==> src/rtl/evt_pmu_pkg.sv <==
package evt_pmu_pkg;
  localparam int unsigned CNT_W   = 32;
  localparam int unsigned SEL_W   = 8;
  localparam int unsigned NUM_CNT = 3;
  localparam int unsigned ADDR_W  = 2;
  localparam int unsigned FLAG_W  = NUM_CNT;

  localparam logic [SEL_W-1:0] CODE_CYCLES = 8'hFF;
  localparam logic [SEL_W-1:0] CODE_EXT    = 8'h20;

  // control word bit positions
  localparam int unsigned B_EN      = 0;
  localparam int unsigned B_RST_EVT = 1;
  localparam int unsigned B_RST_CYC = 2;
  localparam int unsigned B_DIV     = 3;
  localparam int unsigned B_IEN     = 4;
  localparam int unsigned B_OVF     = 8;
  localparam int unsigned B_SEL1    = 12;
  localparam int unsigned B_SEL0    = 20;

  typedef enum logic [ADDR_W-1:0] {
    A_CTRL = 2'd0,
    A_CYC  = 2'd1,
    A_EVT0 = 2'd2,
    A_EVT1 = 2'd3
  } reg_addr_e;
endpackage

==> src/rtl/pmu_evt_mux.sv <==
module pmu_evt_mux
  import evt_pmu_pkg::*;
#(
  parameter int unsigned NUM_EVT = 19
) (
  input  logic [SEL_W-1:0]   sel_i,
  input  logic [NUM_EVT-1:0] core_evt_i,
  input  logic               ext_evt_i,
  output logic               hit_o
);
  always_comb begin
    hit_o = 1'b0;
    if (sel_i == CODE_CYCLES) hit_o = 1'b1;
    else if (sel_i == CODE_EXT) hit_o = ext_evt_i;
    else begin
      for (int i = 0; i < NUM_EVT; i++)
        if (sel_i == SEL_W'(i)) hit_o = core_evt_i[i];
    end
  end
endmodule

==> src/rtl/pmu_prescaler.sv <==
module pmu_prescaler #(
  parameter int unsigned DIV_LOG2 = 6
) (
  input  logic clk_i,
  input  logic rst_ni,
  input  logic en_i,
  input  logic div_i,
  input  logic clr_i,
  output logic tick_o
);
  logic [DIV_LOG2-1:0] psc_q;

  always_ff @(posedge clk_i or negedge rst_ni) begin
    if (!rst_ni)            psc_q <= '0;
    else if (clr_i)         psc_q <= '0;
    else if (en_i && div_i) psc_q <= psc_q + 1'b1;
  end

  assign tick_o = en_i && (!div_i || (psc_q == '1));

  // no tick while the global enable is off
  assert_tick_gated_R2: assert property (@(posedge clk_i) disable iff (!rst_ni)
    tick_o |-> en_i);
endmodule

==> src/rtl/pmu_counter.sv <==
module pmu_counter #(
  parameter int unsigned W = 32
) (
  input  logic         clk_i,
  input  logic         rst_ni,
  input  logic         wr_i,
  input  logic [W-1:0] wdata_i,
  input  logic         clr_i,
  input  logic         inc_i,
  output logic [W-1:0] cnt_o,
  output logic         wrap_o
);
  logic [W-1:0] cnt_q;

  always_ff @(posedge clk_i or negedge rst_ni) begin
    if (!rst_ni)     cnt_q <= '0;
    else if (wr_i)   cnt_q <= wdata_i;
    else if (clr_i)  cnt_q <= '0;
    else if (inc_i)  cnt_q <= cnt_q + 1'b1;
  end

  assign cnt_o  = cnt_q;
  assign wrap_o = inc_i && !wr_i && !clr_i && (cnt_q == '1);

  assert_write_wins_R9: assert property (@(posedge clk_i) disable iff (!rst_ni)
    wr_i |=> cnt_q == $past(wdata_i));
  assert_wrap_zero_R6: assert property (@(posedge clk_i) disable iff (!rst_ni)
    wrap_o |=> cnt_q == '0);
  assert_hold_R2: assert property (@(posedge clk_i) disable iff (!rst_ni)
    (!inc_i && !wr_i && !clr_i) |=> $stable(cnt_q));
endmodule

==> src/rtl/evt_pmu.sv <==
module evt_pmu
  import evt_pmu_pkg::*;
#(
  parameter int unsigned NUM_CORE_EVT = 19,
  parameter int unsigned DIV_LOG2     = 6
) (
  input  logic                    clk_i,
  input  logic                    rst_ni,
  input  logic                    reg_wr_i,
  input  logic                    reg_rd_i,
  input  logic [ADDR_W-1:0]       reg_addr_i,
  input  logic [CNT_W-1:0]        reg_wdata_i,
  output logic [CNT_W-1:0]        reg_rdata_o,
  input  logic [NUM_CORE_EVT-1:0] core_evt_i,
  input  logic                    ext_evt_i,
  output logic                    irq_o
);
  logic              en_q, div_q;
  logic [FLAG_W-1:0] ien_q, ovf_q;   // flag order: cnt0, cnt1, cycle
  logic [SEL_W-1:0]  sel_q [2];
  logic              ctrl_wr;
  logic [NUM_CNT-1:0] inc, wrap;      // counter order: cycle, cnt0, cnt1
  logic [CNT_W-1:0]  cnt [NUM_CNT];
  logic [FLAG_W-1:0] w1c_mask, wrap_flag, ovf_d;

  assign ctrl_wr = reg_wr_i && (reg_addr_i == A_CTRL);

  for (genvar k = 0; k < NUM_CNT; k++) begin : g_cnt
    localparam int unsigned RST_BIT = (k == 0) ? B_RST_CYC : B_RST_EVT;
    logic cnt_wr, cnt_clr;
    assign cnt_wr  = reg_wr_i && (reg_addr_i == ADDR_W'(k + 1));
    assign cnt_clr = ctrl_wr && reg_wdata_i[RST_BIT];

    if (k == 0) begin : g_cyc
      pmu_prescaler #(.DIV_LOG2(DIV_LOG2)) u_psc (
        .clk_i (clk_i), .rst_ni(rst_ni), .en_i(en_q), .div_i(div_q),
        .clr_i (cnt_clr), .tick_o(inc[k])
      );
    end else begin : g_evt
      logic hit;
      pmu_evt_mux #(.NUM_EVT(NUM_CORE_EVT)) u_mux (
        .sel_i(sel_q[k-1]), .core_evt_i(core_evt_i), .ext_evt_i(ext_evt_i),
        .hit_o(hit)
      );
      assign inc[k] = en_q && hit;
    end

    pmu_counter #(.W(CNT_W)) u_cnt (
      .clk_i (clk_i), .rst_ni(rst_ni), .wr_i(cnt_wr), .wdata_i(reg_wdata_i),
      .clr_i (cnt_clr), .inc_i(inc[k]), .cnt_o(cnt[k]), .wrap_o(wrap[k])
    );
  end

  assign wrap_flag = {wrap[0], wrap[2], wrap[1]};
  assign w1c_mask  = ctrl_wr ? reg_wdata_i[B_OVF +: FLAG_W] : '0;
  assign ovf_d     = (ovf_q & ~w1c_mask) | wrap_flag;  // set wins over clear

  always_ff @(posedge clk_i or negedge rst_ni) begin
    if (!rst_ni) begin
      en_q     <= 1'b0;
      div_q    <= 1'b0;
      ien_q    <= '0;
      ovf_q    <= '0;
      sel_q[0] <= '0;
      sel_q[1] <= '0;
    end else begin
      ovf_q <= ovf_d;
      if (ctrl_wr) begin
        en_q     <= reg_wdata_i[B_EN];
        div_q    <= reg_wdata_i[B_DIV];
        ien_q    <= reg_wdata_i[B_IEN +: FLAG_W];
        sel_q[0] <= reg_wdata_i[B_SEL0 +: SEL_W];
        sel_q[1] <= reg_wdata_i[B_SEL1 +: SEL_W];
      end
    end
  end

  assign irq_o = |(ovf_q & ien_q);

  always_comb begin
    reg_rdata_o = '0;
    if (reg_rd_i) begin
      unique case (reg_addr_i)
        A_CTRL: begin
          reg_rdata_o[B_EN]               = en_q;
          reg_rdata_o[B_DIV]              = div_q;
          reg_rdata_o[B_IEN +: FLAG_W]    = ien_q;
          reg_rdata_o[B_OVF +: FLAG_W]    = ovf_q;
          reg_rdata_o[B_SEL1 +: SEL_W]    = sel_q[1];
          reg_rdata_o[B_SEL0 +: SEL_W]    = sel_q[0];
        end
        A_CYC:   reg_rdata_o = cnt[0];
        A_EVT0:  reg_rdata_o = cnt[1];
        default: reg_rdata_o = cnt[2];
      endcase
    end
  end

  assert_flag_sticky_R7: assert property (@(posedge clk_i) disable iff (!rst_ni)
    1'b1 |=> (($past(ovf_q) & ~$past(w1c_mask)) & ~ovf_q) == '0);
  assert_wrap_sets_R6: assert property (@(posedge clk_i) disable iff (!rst_ni)
    (|wrap_flag) |=> (ovf_q & $past(wrap_flag)) == $past(wrap_flag));
  assert_irq_src_R8: assert property (@(posedge clk_i) disable iff (!rst_ni)
    irq_o |-> (|ovf_q));
  assert_rst_cyc_R3: assert property (@(posedge clk_i) disable iff (!rst_ni)
    (ctrl_wr && reg_wdata_i[B_RST_CYC]) |=> cnt[0] == '0);
  assert_rst_evt_R3: assert property (@(posedge clk_i) disable iff (!rst_ni)
    (ctrl_wr && reg_wdata_i[B_RST_EVT]) |=> (cnt[1] == '0 && cnt[2] == '0));
endmodule

==> config.mk <==
export PLATFORM = sky130hd
export DESIGN_NAME = evt_pmu
export DESIGN_NICKNAME = d
export VERILOG_FILES = /design/src/rtl/evt_pmu_pkg.sv /design/src/rtl/pmu_evt_mux.sv /design/src/rtl/pmu_prescaler.sv /design/src/rtl/pmu_counter.sv /design/src/rtl/evt_pmu.sv
export SDC_FILE = /design/constraint.sdc
export NUM_CORES = 1
export LEC_CHECK = 0
export ABC_AREA = 0
export BUFFER_PORTS_ARGS = -buffer_cell sky130_fd_sc_hd__clkbuf_2
export CAP_MARGIN = 20
export CELL_PAD_IN_SITES_DETAIL_PLACEMENT = 1
export CELL_PAD_IN_SITES_GLOBAL_PLACEMENT = 1
export CORE_MARGIN = 10
export CORE_UTILIZATION = 41
export CTS_CLUSTER_SIZE = 24
export DETAILED_ROUTE_END_ITERATION = 16
export PLACE_DENSITY = 0.83
export SYNTH_ARGS = -nofsm -noshare
export SYNTH_HDL_FRONTEND = slang
export SYNTH_SLANG_ARGS = --single-unit
==> constraint.sdc <==
create_clock -name clk_i -period 2.5 [get_ports clk_i]
set_clock_uncertainty 0.15 [all_clocks]
set_input_delay 0 -clock clk_i [delete_from_list [all_inputs] [get_ports clk_i]]
set_output_delay 0 -clock clk_i [all_outputs]
set_load 0.02 [all_outputs]
==> impl_metrics.py, run 1 <==
metrics = {
    "drt": {
        "dr.pass1.iters": 5,
        "drt-initial-drc-count": 974,
        "drc_errors": 0,
        "wl_per_cell_um": 25.9,
        "detail_route.vias_per_cell": 6.57,
        "final_antenna_net_count": 0,
        "routed_wl_um": 39100,
        "vias": 9947,
    },
    "global_routing": {
        "grt_pass1_vias": 10000,
        "grt_use_total": 0.243,
        "overflow": 0,
        "grt_start_max_net_pins": 72,
        "grt_pass1_wl_um": 55700,
        "antenna_found_initial": 0,
    },
    "power": {
        "leakagePower_nw": 4.86,
        "power_w": 0.00728,
        "ir_drop_mv": 0.396,
        "power_density_mw_per_mm2": 617,
    },
    "clock_tree": {
        "clock_sinks": 126,
        "clock-root-buffer": "clkbuf_16",
        "clock_path_buffers": 2,
        "cts_tree": "done",
        "path_clk_slew_ns": 0.06,
        "cts_buffers": 17,
        "h-tree-depth": 4,
        "clk-insertion-delay-late_ns": 0.43,
    },
    "timing": {
        "rsz0062_at_grt": "yes",
        "setup_slack_ns": -0.123,
        "min_period_over_period": 1.05,
        "setup_viol": 28,
        "slew_headroom": 0.304,
        "tightest_slew_ns": 1.04,
        "fin_crit_ns": 2.62,
        "final_hold_viol_count": 0,
        "drv_slew": 0,
        "timing.fmax_mhz": 381,
    },
    "yosys": {
        "synth_mux_area_frac": 0.110,
        "yosysTopAreaCell": "dfrtp_1",
        "ys_types": 66,
        "synth_most_common_cell": "nand2_1",
        "synth-seq-area-share": 0.354,
        "synth_xor_area_frac": 0.0246,
        "synthTopCellsByCount": "190 x nand2_1, 126 x dfrtp_1, 111 x a21oi_1",
        "synth_fa_ha_area_frac": 0.00562,
        "synth_ff_type": "dfrtp_1",
        "synth_top_family_by_area": "compound AO/OA/AOI/OAI gates",
        "syn_area_mm2": 0.00890,
        "yosys-top-cells-area": "dfrtp_1 35%, nand2_1 8.0%, mux4_2 6.6%",
        "ys_warn_count": 0,
        "synth-simple-area-share": 0.229,
        "synth-edff-count": 0,
        "synth-seq-cells": 126,
        "syn_inst": 1051,
        "avgSynthCellArea_um2": 8.47,
        "synth_async_sr_flop_share": 1.00,
        "syn_nets": 1113,
        "synth_compound_area_frac": 0.233,
        "netlist.area_leader.share": 0.354,
    },
    "floorplan": {
        "dieArea_mm2": 0.0280,
        "std_cell_rows": 53,
        "die_height_um": 167,
        "start_util": 0.419,
        "die_w_um": 167,
        "num_io_pins": 91,
        "coreArea_mm2": 0.0212,
    },
    "critical_path": {
        "crit_buf_inv": 3,
        "reg2reg_slack_ns": -0.12,
        "required_ns": 2.65,
        "slowest_delay_ns": 0.44,
        "critPathMaxFanout": 7,
        "critical_path_class": "reg2reg",
        "path_delay_family": "compound AO/OA/AOI/OAI gates",
        "cp_slowest_cell": "dfrtp_2",
        "start_kind": "flip-flop",
        "arrival_ns": 2.78,
        "crit_chain": "nor4_4 > buf_4 > a32oi_1 > o211ai_1 > a31o_1 > a21o_4 > buf_6 > buf_12 > a22oi_2 > a2bb2oi_2",
        "endpoint_kind": "flip-flop",
    },
    "place": {
        "dp_cells": 1429,
        "port_buffers": 90,
        "postPlaceCellArea_mm2": 0.0101,
        "place_congestion": 0.935,
        "dp_hpwl_um": 25200,
    },
    "cells_and_area": {
        "drive_gt1_frac": 0.307,
        "final_nets": 1288,
        "multi_input_area_mm2": 0.00592,
        "fillers": 2468,
        "stdcell_count": 1513,
        "final_area_mm2": 0.0118,
        "antenna_cells": 0,
        "seqCellArea_mm2": 0.00316,
        "syn2layout_area_growth_pct": 32.6,
    },
    "run": {
        "drv_cap": 0,
    },
    "worst_hold_path": {
        "worstHoldPathType": "in2reg",
    },
    "status": {
        "status": "finished, violations left",
        "violations": "negative setup slack",
    },
}
cells by family (layout without fill, tap and decap cells):
kind of cell	Yosys count	after routing
XOR/XNOR	25	25
multiplexers	62	62
AND/OR/NAND/NOR	415	415
flip-flops	126	126
buffers and inverters	86	273
AO/OA/AOI/OAI	333	333
adder cells (fa/ha/maj)	4	4
worst register-to-register path: stages, from the launching register on:
cell and delay [ns]:
dfrtp_2 0.44, nor4_4 0.30, buf_4 0.19, a32oi_1 0.10, o211ai_1 0.18, a31o_1 0.22, a21o_4 0.28, buf_6 0.15
buf_12 0.16, a22oi_2 0.12, a2bb2oi_2 0.21
cell type report:
type	count	share of cell area
inverter	18	0.00572
clock inverter	6	0.00276
tap	275	0.0291
multi-input combinational	839	0.501
clock buffer	25	0.0437
sequential	126	0.268
timing repair buffer	224	0.150
path summary, 6_finish.rpt:
kind,start,endpoint,depth (start not counted)
setup / recovery,sel_q[15],g_cnt[1].u_cnt.cnt_o[17],10
hold / removal,reg_addr_i[1],div_q,4
setup reg to reg,sel_q[15],g_cnt[1].u_cnt.cnt_o[17],10
hold reg to reg,ien_q[1],ien_q[1],1
max in group asynchronous,rst_ni,g_cnt[1].u_cnt.cnt_o[8],4
min in group asynchronous,rst_ni,g_cnt[0].u_cnt.cnt_o[1],4
stage by stage:
stage	util	TNS, ns	setup WS, ns	hold WS [ns]
finish	0.556	-0.788	-0.123	0.0988
global route	0.556	-3.76	-0.166	0.112
CTS	0.520	-0.0723	-0.0435	0.0683
detailed placement	0.475	-0.659	-0.0960	-0.187
global placement	0.475	-0.0420	-0.0193	-0.195
floorplan	-	0	0.175	-0.446
per-layer routing:
layer,share of wire,GRT usage,up-vias
li1,-,-,4232
met1,0.39,0.298,5065
met2,0.50,0.415,522
met3,0.080,0.0482,128
met4,0.037,0.0863,0
met5,0,0,-
state kept, by name, summed over array words and instances (netlist names):
register / count
g_cnt.u_cnt.cnt_o: 96
sel_q: 16
g_cnt.g_cyc.u_psc.psc_q: 6
ien_q: 3
ovf_q: 3
div_q: 1
en_q: 1
power breakdown:
group | total [W] | switching (W) | internal [W]
Sequential | 0.00280 | 0.000460 | 0.00234
Combinational | 0.00209 | 0.00111 | 0.000976
Clock | 0.00239 | 0.000976 | 0.00141
Total | 0.00728 | 0.00255 | 0.00473
layout by cell type (no fill, tap or decap), types with 14 or more instances in the layout:
| cell type | count |
|---|---|
| nand2_1 | 189 |
| dfrtp_1 | 119 |
| a21oi_1 | 104 |
| clkbuf_2 | 89 |
| buf_4 | 81 |
| o21ai_0 | 67 |
| nand3_1 | 43 |
| and2_1 | 36 |
| nor2_1 | 34 |
| dlygate4sd3_1 | 34 |
| mux2_2 | 29 |
| mux4_2 | 26 |
| nand4_1 | 25 |
| o31ai_1 | 23 |
| and3_1 | 21 |
| clkbuf_16 | 21 |
| inv_1 | 18 |
| nor2b_1 | 16 |
| o21ai_1 | 15 |
| o2bb2a_4 | 14 |
timing repair:
item / in CTS / in global routing
hold endpoints to repair: 245 / 0
cloned: 0 / 7
resized for setup: 9 / 137
setup endpoints to repair: 19 / 72
pin swaps: 0 / 42
hold buffers: 35 / 0
buffers inserted: 1 / 10
Note: power is estimated with default switching activity, not from simulation.
==> run 2: changes to the inputs <==
--- a/config.mk
+++ b/config.mk
@@ -5,13 +5,13 @@
 export SDC_FILE = /design/constraint.sdc
 export NUM_CORES = 1
 export LEC_CHECK = 0
-export ABC_AREA = 0
+export ABC_AREA = 1
 export BUFFER_PORTS_ARGS = -buffer_cell sky130_fd_sc_hd__clkbuf_2
 export CAP_MARGIN = 20
 export CELL_PAD_IN_SITES_DETAIL_PLACEMENT = 1
 export CELL_PAD_IN_SITES_GLOBAL_PLACEMENT = 1
 export CORE_MARGIN = 10
-export CORE_UTILIZATION = 41
+export CORE_UTILIZATION = 39
 export CTS_CLUSTER_SIZE = 24
 export DETAILED_ROUTE_END_ITERATION = 16
 export PLACE_DENSITY = 0.83
==> run 2 against run 1 <==
  * Combinational power grew to 2.6 times the previous value
  * Clock-buffer cell count down 7
  * Sequential cell count did not move
  * The run still ends with negative setup slack left
  * Die area up 12%
  * Critical path type unchanged
  * Critical path depth increased by 13
  * Utilization is 0.67 points lower
==> impl_metrics.py, run 2 <==
metrics = {
    "status": {
        "status": "finished, violations left",
        "violations": "negative setup slack",
    },
    "yosys": {
        "synth_async_sr_flop_share": 1.00,
        "syn_inst": 1425,
        "synth-edff-count": 0,
        "syn_area_mm2": 0.00961,
        "synthTopCellsByCount": "321 x nand2_1, 211 x inv_1, 126 x dfrtp_1",
        "syn_nets": 1487,
        "synth_most_common_cell": "nand2_1",
        "synth_ff_type": "dfrtp_1",
        "synth-seq-cells": 126,
        "synth-seq-area-share": 0.328,
        "yosys-top-cells-area": "dfrtp_1 33%, nand2_1 13%, inv_1 8.2%",
        "ys_types": 54,
        "avgSynthCellArea_um2": 6.75,
        "ys_warn_count": 0,
        "netlist.area_leader.share": 0.328,
        "yosysTopAreaCell": "dfrtp_1",
    },
    "cells_and_area": {
        "finish.utilization": 0.550,
        "syn2layout_area_growth_pct": 39.1,
        "fillers": 3047,
        "stdcell_count": 1984,
        "final_nets": 1709,
        "drive_gt1_frac": 0.307,
        "largest_register_ffs": 96,
        "antenna_cells": 0,
        "final_common_cell": "nand2_1",
        "final_cell_mix": "212 x nand2_1, 202 x inv_1, 121 x dfrtp_1",
    },
    "timing": {
        "slew_headroom": 0.343,
        "tns_ns": -6.61,
        "min_period_over_period": 1.08,
        "rsz0062_at_grt": "yes",
        "setup_slack_ns": -0.210,
        "fin_crit_ns": 2.71,
        "tightest_slew_ns": 0.985,
        "timing.fmax_mhz": 369,
        "hold_ws_ns": 0.0590,
        "final_hold_viol_count": 0,
        "drv_slew": 0,
        "setup_viol": 71,
    },
    "worst_hold_path": {
        "hold_path_depth": 6,
        "worst_hold_path.endpoint": "div_q",
        "hp-start": "reg_wr_i",
        "worstHoldPathType": "in2reg",
    },
    "drt": {
        "routed_wl_um": 48100,
        "dr.pass1.iters": 8,
        "wl_per_cell_um": 24.2,
        "drt-initial-drc-count": 1651,
        "detail_route.vias_per_cell": 6.14,
        "drc_errors": 0,
        "vias": 12200,
        "final_antenna_net_count": 0,
    },
    "floorplan": {
        "std_cell_rows": 57,
        "num_io_pins": 91,
        "start_util": 0.395,
        "die_w_um": 177,
        "dieArea_mm2": 0.0313,
        "die_height_um": 177,
        "coreArea_mm2": 0.0243,
    },
    "critical_path": {
        "reg2regPathDepth": 23,
        "critical_path_class": "reg2reg",
        "critPathMaxFanout": 8,
        "reg2reg_slack_ns": -0.21,
        "endpoint_kind": "flip-flop",
        "rr_startpoint": "sel_q[9]",
        "required_ns": 2.68,
        "start_kind": "flip-flop",
        "arrival_ns": 2.89,
        "r2r_end": "g_cnt[1].u_cnt.cnt_o[24]",
    },
    "clock_tree": {
        "cts_buffers": 17,
        "clock_sinks": 126,
        "clk-insertion-delay-late_ns": 0.45,
        "h-tree-depth": 4,
        "clock-root-buffer": "clkbuf_16",
        "path_clk_slew_ns": 0.07,
        "cts_tree": "done",
        "clock_path_buffers": 2,
    },
    "place": {
        "port_buffers": 90,
        "dp_hpwl_um": 30200,
        "dp_cells": 1875,
        "place_congestion": 0.958,
    },
    "power": {
        "power_w": 0.0121,
        "ir_drop_mv": 0.539,
        "leakagePower_nw": 6.73,
        "power_density_mw_per_mm2": 906,
    },
    "global_routing": {
        "grt_use_total": 0.266,
        "overflow": 0,
        "grt_pass1_vias": 11800,
        "grt_pass1_wl_um": 66200,
        "antenna_found_initial": 1,
        "grt_start_max_net_pins": 60,
    },
    "run": {
        "drv_cap": 0,
    },
}
run 2: cell count changes after synthesis, sizes merged, moves of 26 or more:
cell / before / now
and2: 36 / 1
o22ai: 3 / 69
nor2: 37 / 103
nand3: 43 / 123
a21oi: 112 / 83
o31ai: 32 / 1
nor3: 6 / 37
inv: 18 / 230
mux2: 29 / 0
mux4: 26 / 0
nand2: 190 / 330
run 2: power by group:
group | leakage (nW) | switching (W) | internal [W]
logic | 4.85 | 0.00354 | 0.00198
clock network | 0.290 | 0.00110 | 0.00148
registers | 1.59 | 0.00117 | 0.00284
total | 6.73 | 0.00581 | 0.00630
run 2: metal layers:
| metal | wire [um] | track usage | vias up |
|---|---|---|---|
| met3 | 4390 | 0.0542 | 167 |
| met1 | 18300 | 0.342 | 6055 |
| met5 | 0 | 0 | - |
| met4 | 2240 | 0.0893 | 0 |
| li1 | - | - | 5277 |
| met2 | 23100 | 0.435 | 681 |
run 2: through the flow:
| stage | worst slack [ns] | instance area (um2) |
|---|---|---|
| global placement | 0.00531 | 11000 |
| floorplan | 0.237 | 9610 |
| global route | -0.411 | 13400 |
| finish | -0.210 | 13400 |
| CTS | -0.0743 | 12000 |
| detailed placement | -0.0919 | 11000 |
run 2: final cells by class:
cell class,count,area (um2),area share
Clock buffer,18,429,0.0321
Clock inverter,14,158,0.0118
Inverter,233,882,0.0660
Multi-Input combinational cell,1008,6210,0.464
Sequential cell,126,3160,0.236
Tap cell,324,405,0.0303
Timing Repair Buffer,261,2130,0.159
run 2: what timing repair did:
item / 4_1_cts / 5_1_grt
gates resized for setup: 16 / 256
hold endpoints to repair: 245 / 0
setup buffers: 6 / 25
gates cloned: 0 / 12
hold buffers: 35 / 0
endpoints found under the setup margin: 68 / 76
pin swaps: 10 / 48
run 2: cell families after synthesis:
group                    after synthesis  share of synthesized area
AND/OR/NAND/NOR                      654                      0.321
buffers and inverters                291                      0.122
AO/OA/AOI/OAI                        332                      0.207
flip-flops                           126                      0.328
adder cells (fa/ha/maj)                4                    0.00521
XOR/XNOR                              18                     0.0164
run 2: critical path, stage by stage (launching register included):
cell       delay [ns]
dfrtp_2          0.48
inv_2            0.11
nor2_4           0.05
nand2_2          0.06
nor2_2           0.04
nor2_2           0.10
nand2_1          0.06
nand2_1          0.06
nand2_1          0.05
nand2_1          0.07
nand4_1          0.10
nor2_1           0.11
nand3_1          0.08
nand2_1          0.09
nand2_1          0.07
nand2_1          0.07
nand3_1          0.07
nand2_1          0.08
nand2_2          0.09
nand2_4          0.16
nand2_8          0.10
clkbuf_16        0.21
nand2_1          0.08
nand2_1          0.06
run 2: worst max path at each step:
| stage | cells past startpoint | slack [ns] | start | end |
|---|---|---|---|---|
| 2_1_floorplan | 13 | 0.24 | g_cnt[0].u_cnt.cnt_o[0] | g_cnt[0].u_cnt.cnt_o[20] |
| 3_3_place_gp | 18 | 0.005 | sel_q[7] | g_cnt[2].u_cnt.cnt_o[29] |
| 3_5_place_dp | 19 | -0.09 | sel_q[3] | g_cnt[2].u_cnt.cnt_o[19] |
| 4_1_cts | 13 | -0.07 | g_cnt[0].u_cnt.cnt_o[0] | g_cnt[0].u_cnt.cnt_o[20] |
| 5_1_grt | 23 | -0.41 | sel_q[8] | g_cnt[1].u_cnt.cnt_o[24] |
| 6_report | 23 | -0.21 | sel_q[9] | g_cnt[1].u_cnt.cnt_o[24] |
==> run 3: changes to the inputs <==
--- a/config.mk
+++ b/config.mk
@@ -14,7 +14,7 @@
 export CORE_UTILIZATION = 39
 export CTS_CLUSTER_SIZE = 24
 export DETAILED_ROUTE_END_ITERATION = 16
-export PLACE_DENSITY = 0.83
+export PLACE_DENSITY = 0.73
 export SYNTH_ARGS = -nofsm -noshare
 export SYNTH_HDL_FRONTEND = slang
 export SYNTH_SLANG_ARGS = --single-unit
==> run 3 against run 2 <==
  * The run ends with negative hold slack, negative setup slack left
  * Global-route usage increased by 0.47 points
  * Register-to-register slack gained 0.02 ns
  * Die area did not move
  * Clock power barely moved
  * Via count fell by 2.9%
  * Clock-buffer cell count unchanged
  * Sequential share of layout area increased by 0.22 points
  * First-iteration DRC count fell by 48%
  * Sequential cell count stayed put
  * Fmax increased by 0.71%
  * Cell count grew 0.71%
  * Largest cell class unchanged
==> impl_metrics.py, run 3 (same netlist as run 2, synthesis figures left out) <==
metrics = {
    "clock_tree": {
        "clock_path_buffers": 2,
        "path_clk_slew_ns": 0.07,
        "clock_sinks": 126,
        "clock-root-buffer": "clkbuf_16",
        "h-tree-depth": 4,
        "cts_tree": "done",
        "clk-insertion-delay-late_ns": 0.45,
        "cts_buffers": 17,
    },
    "drt": {
        "routed_wl_um": 45700,
        "dr.pass1.iters": 5,
        "drt-initial-drc-count": 854,
        "detail_route.vias_per_cell": 5.92,
        "wl_per_cell_um": 22.9,
        "drc_errors": 0,
        "final_antenna_net_count": 0,
        "vias": 11800,
    },
    "global_routing": {
        "grt_pass1_wl_um": 66900,
        "grt_pass1_vias": 11700,
        "overflow": 0,
        "antenna_found_initial": 2,
        "grt_start_max_net_pins": 65,
        "grt_use_total": 0.271,
    },
    "timing": {
        "slew_headroom": 0.218,
        "hold_ws_ns": -0.0274,
        "min_period_over_period": 1.08,
        "drv_slew": 0,
        "timing.fmax_mhz": 372,
        "tns_ns": -7.04,
        "tightest_slew_ns": 1.17,
        "final_hold_viol_count": 23,
        "setup_viol": 69,
        "fin_crit_ns": 2.69,
        "setup_slack_ns": -0.191,
        "rsz0062_at_grt": "yes",
    },
    "cells_and_area": {
        "final_common_cell": "nand2_1",
        "syn2layout_area_growth_pct": 37.8,
        "fillers": 3082,
        "final_nets": 1722,
        "multi_input_area_mm2": 0.00609,
        "largest_register_ffs": 96,
        "stdcell_count": 1998,
        "drive_gt1_frac": 0.296,
        "final_cell_mix": "255 x nand2_1, 200 x inv_1, 127 x buf_4",
        "seqCellArea_mm2": 0.00316,
        "finish.utilization": 0.545,
    },
    "floorplan": {
        "std_cell_rows": 57,
        "dieArea_mm2": 0.0313,
        "coreArea_mm2": 0.0243,
        "die_w_um": 177,
        "start_util": 0.395,
        "die_height_um": 177,
        "num_io_pins": 91,
    },
    "critical_path": {
        "endpoint_kind": "flip-flop",
        "critical_path_class": "reg2reg",
        "required_ns": 2.68,
        "slowest_delay_ns": 0.44,
        "cp_slowest_cell": "dfrtp_1",
        "critPathMaxFanout": 3,
        "start_kind": "flip-flop",
        "crit_chain": "ha_2 > nand2_2 > nor2_4 > nand3_2 > inv_2 > nand3_4 > nor2_4 > inv_2 > nor2_4 > buf_4 > buf_4 > buf_4 > buf_4 > buf_4 > buf_4 > o221ai_1 > o21ai_0 > nand2_1 > nand2_1",
        "arrival_ns": 2.87,
        "worst_path_most_repeated_cell": "buf_4",
    },
    "place": {
        "place_congestion": 0.925,
        "dp_hpwl_um": 30400,
        "post-place-ws_ns": -0.144,
        "port_buffers": 90,
        "dp_cells": 1875,
    },
    "status": {
        "status": "finished, violations left",
        "violations": "negative hold slack, negative setup slack",
    },
    "power": {
        "power_density_mw_per_mm2": 892,
        "ir_drop_mv": 0.358,
        "leakagePower_nw": 6.39,
    },
    "run": {
        "drv_cap": 0,
    },
    "worst_hold_path": {
        "worstHoldPathType": "in2async",
    },
}
-- run 3: changes by cell type in the layout (fill, tap and decap cells not counted), moves of 4 or more --
cell and delta:
nand2_2 -13, nand2_4 -31, clkinv_4 -4, nand3_4 +4, nand3_2 +7, nand2_1 +43, nand2_8 +5, nor2_1 +5
buf_4 +17, nand3_1 -11, buf_12 -5, nor2_2 -7
-- run 3: path summary, 6_finish.rpt --
kind / from / endpoint / slack, ns / depth (start not counted)
setup / recovery: g_cnt[1].u_cnt.cnt_o[0] / g_cnt[1].u_cnt.cnt_o[12] / -0.19 / 19
hold / removal: rst_ni / g_cnt[0].g_cyc.u_psc.psc_q[2] / -0.03 / 2
setup reg to reg: g_cnt[1].u_cnt.cnt_o[0] / g_cnt[1].u_cnt.cnt_o[12] / -0.19 / 19
hold reg to reg: g_cnt[0].g_cyc.u_psc.psc_q[0] / g_cnt[0].g_cyc.u_psc.psc_q[0] / 0.37 / 1
max in group asynchronous: rst_ni / sel_q[9] / 1.41 / 3
min in group clk_i: reg_wdata_i[1] / g_cnt[2].u_cnt.cnt_o[1] / 0.04 / 6
-- run 3: through the flow --
stage | power (W) | instance area (um2)
6_report | 0.0118 | 13200
2_1_floorplan | 0.00643 | 9610
4_1_cts | 0.0109 | 12200
5_1_grt | 0.0125 | 13200
3_3_place_gp | 0.00789 | 11000
3_5_place_dp | 0.00808 | 11000
-- run 3: layout make-up --
class / instances / area share
clock inverters: 14 / 0.0112
inverters: 233 / 0.0664
multi-input cells: 1012 / 0.460
well taps: 324 / 0.0306
flip-flops and latches: 126 / 0.239
repair buffers: 270 / 0.160
diodes: 1 / 0.000189
clock buffers: 18 / 0.0332
-- run 3: layer usage --
metal | wire length [um] | up-vias | global-route usage
met5 | 0 | - | 0
met4 | 1220 | 0 | 0.0820
met3 | 3450 | 89 | 0.0514
met2 | 22700 | 471 | 0.454
met1 | 18300 | 5963 | 0.345
li1 | - | 5309 | -
-- run 3: what timing repair did --
item / in CTS / in global routing
gates cloned: 6 / 6
endpoints found under the hold margin: 220 / 0
pin swaps: 14 / 60
setup buffers: 14 / 33
endpoints found under the setup margin: 67 / 78
gates resized for setup: 38 / 185
hold buffers: 32 / 0
-- run 3: power by group --
part,internal (W),switching [W]
Combinational,0.00195,0.00327
Sequential,0.00284,0.00116
Clock,0.00144,0.00117
-- run 3: critical path, delay by kind of cell (launching register included) --
| kind | cells | cell delay (ns) |
|---|---|---|
| AO/OA/AOI/OAI | 2 | 0.33 |
| adder cells (fa/ha/maj) | 1 | 0.22 |
| buffers and inverters | 8 | 0.88 |
| flip-flops | 1 | 0.44 |
| AND/OR/NAND/NOR | 8 | 0.57 |
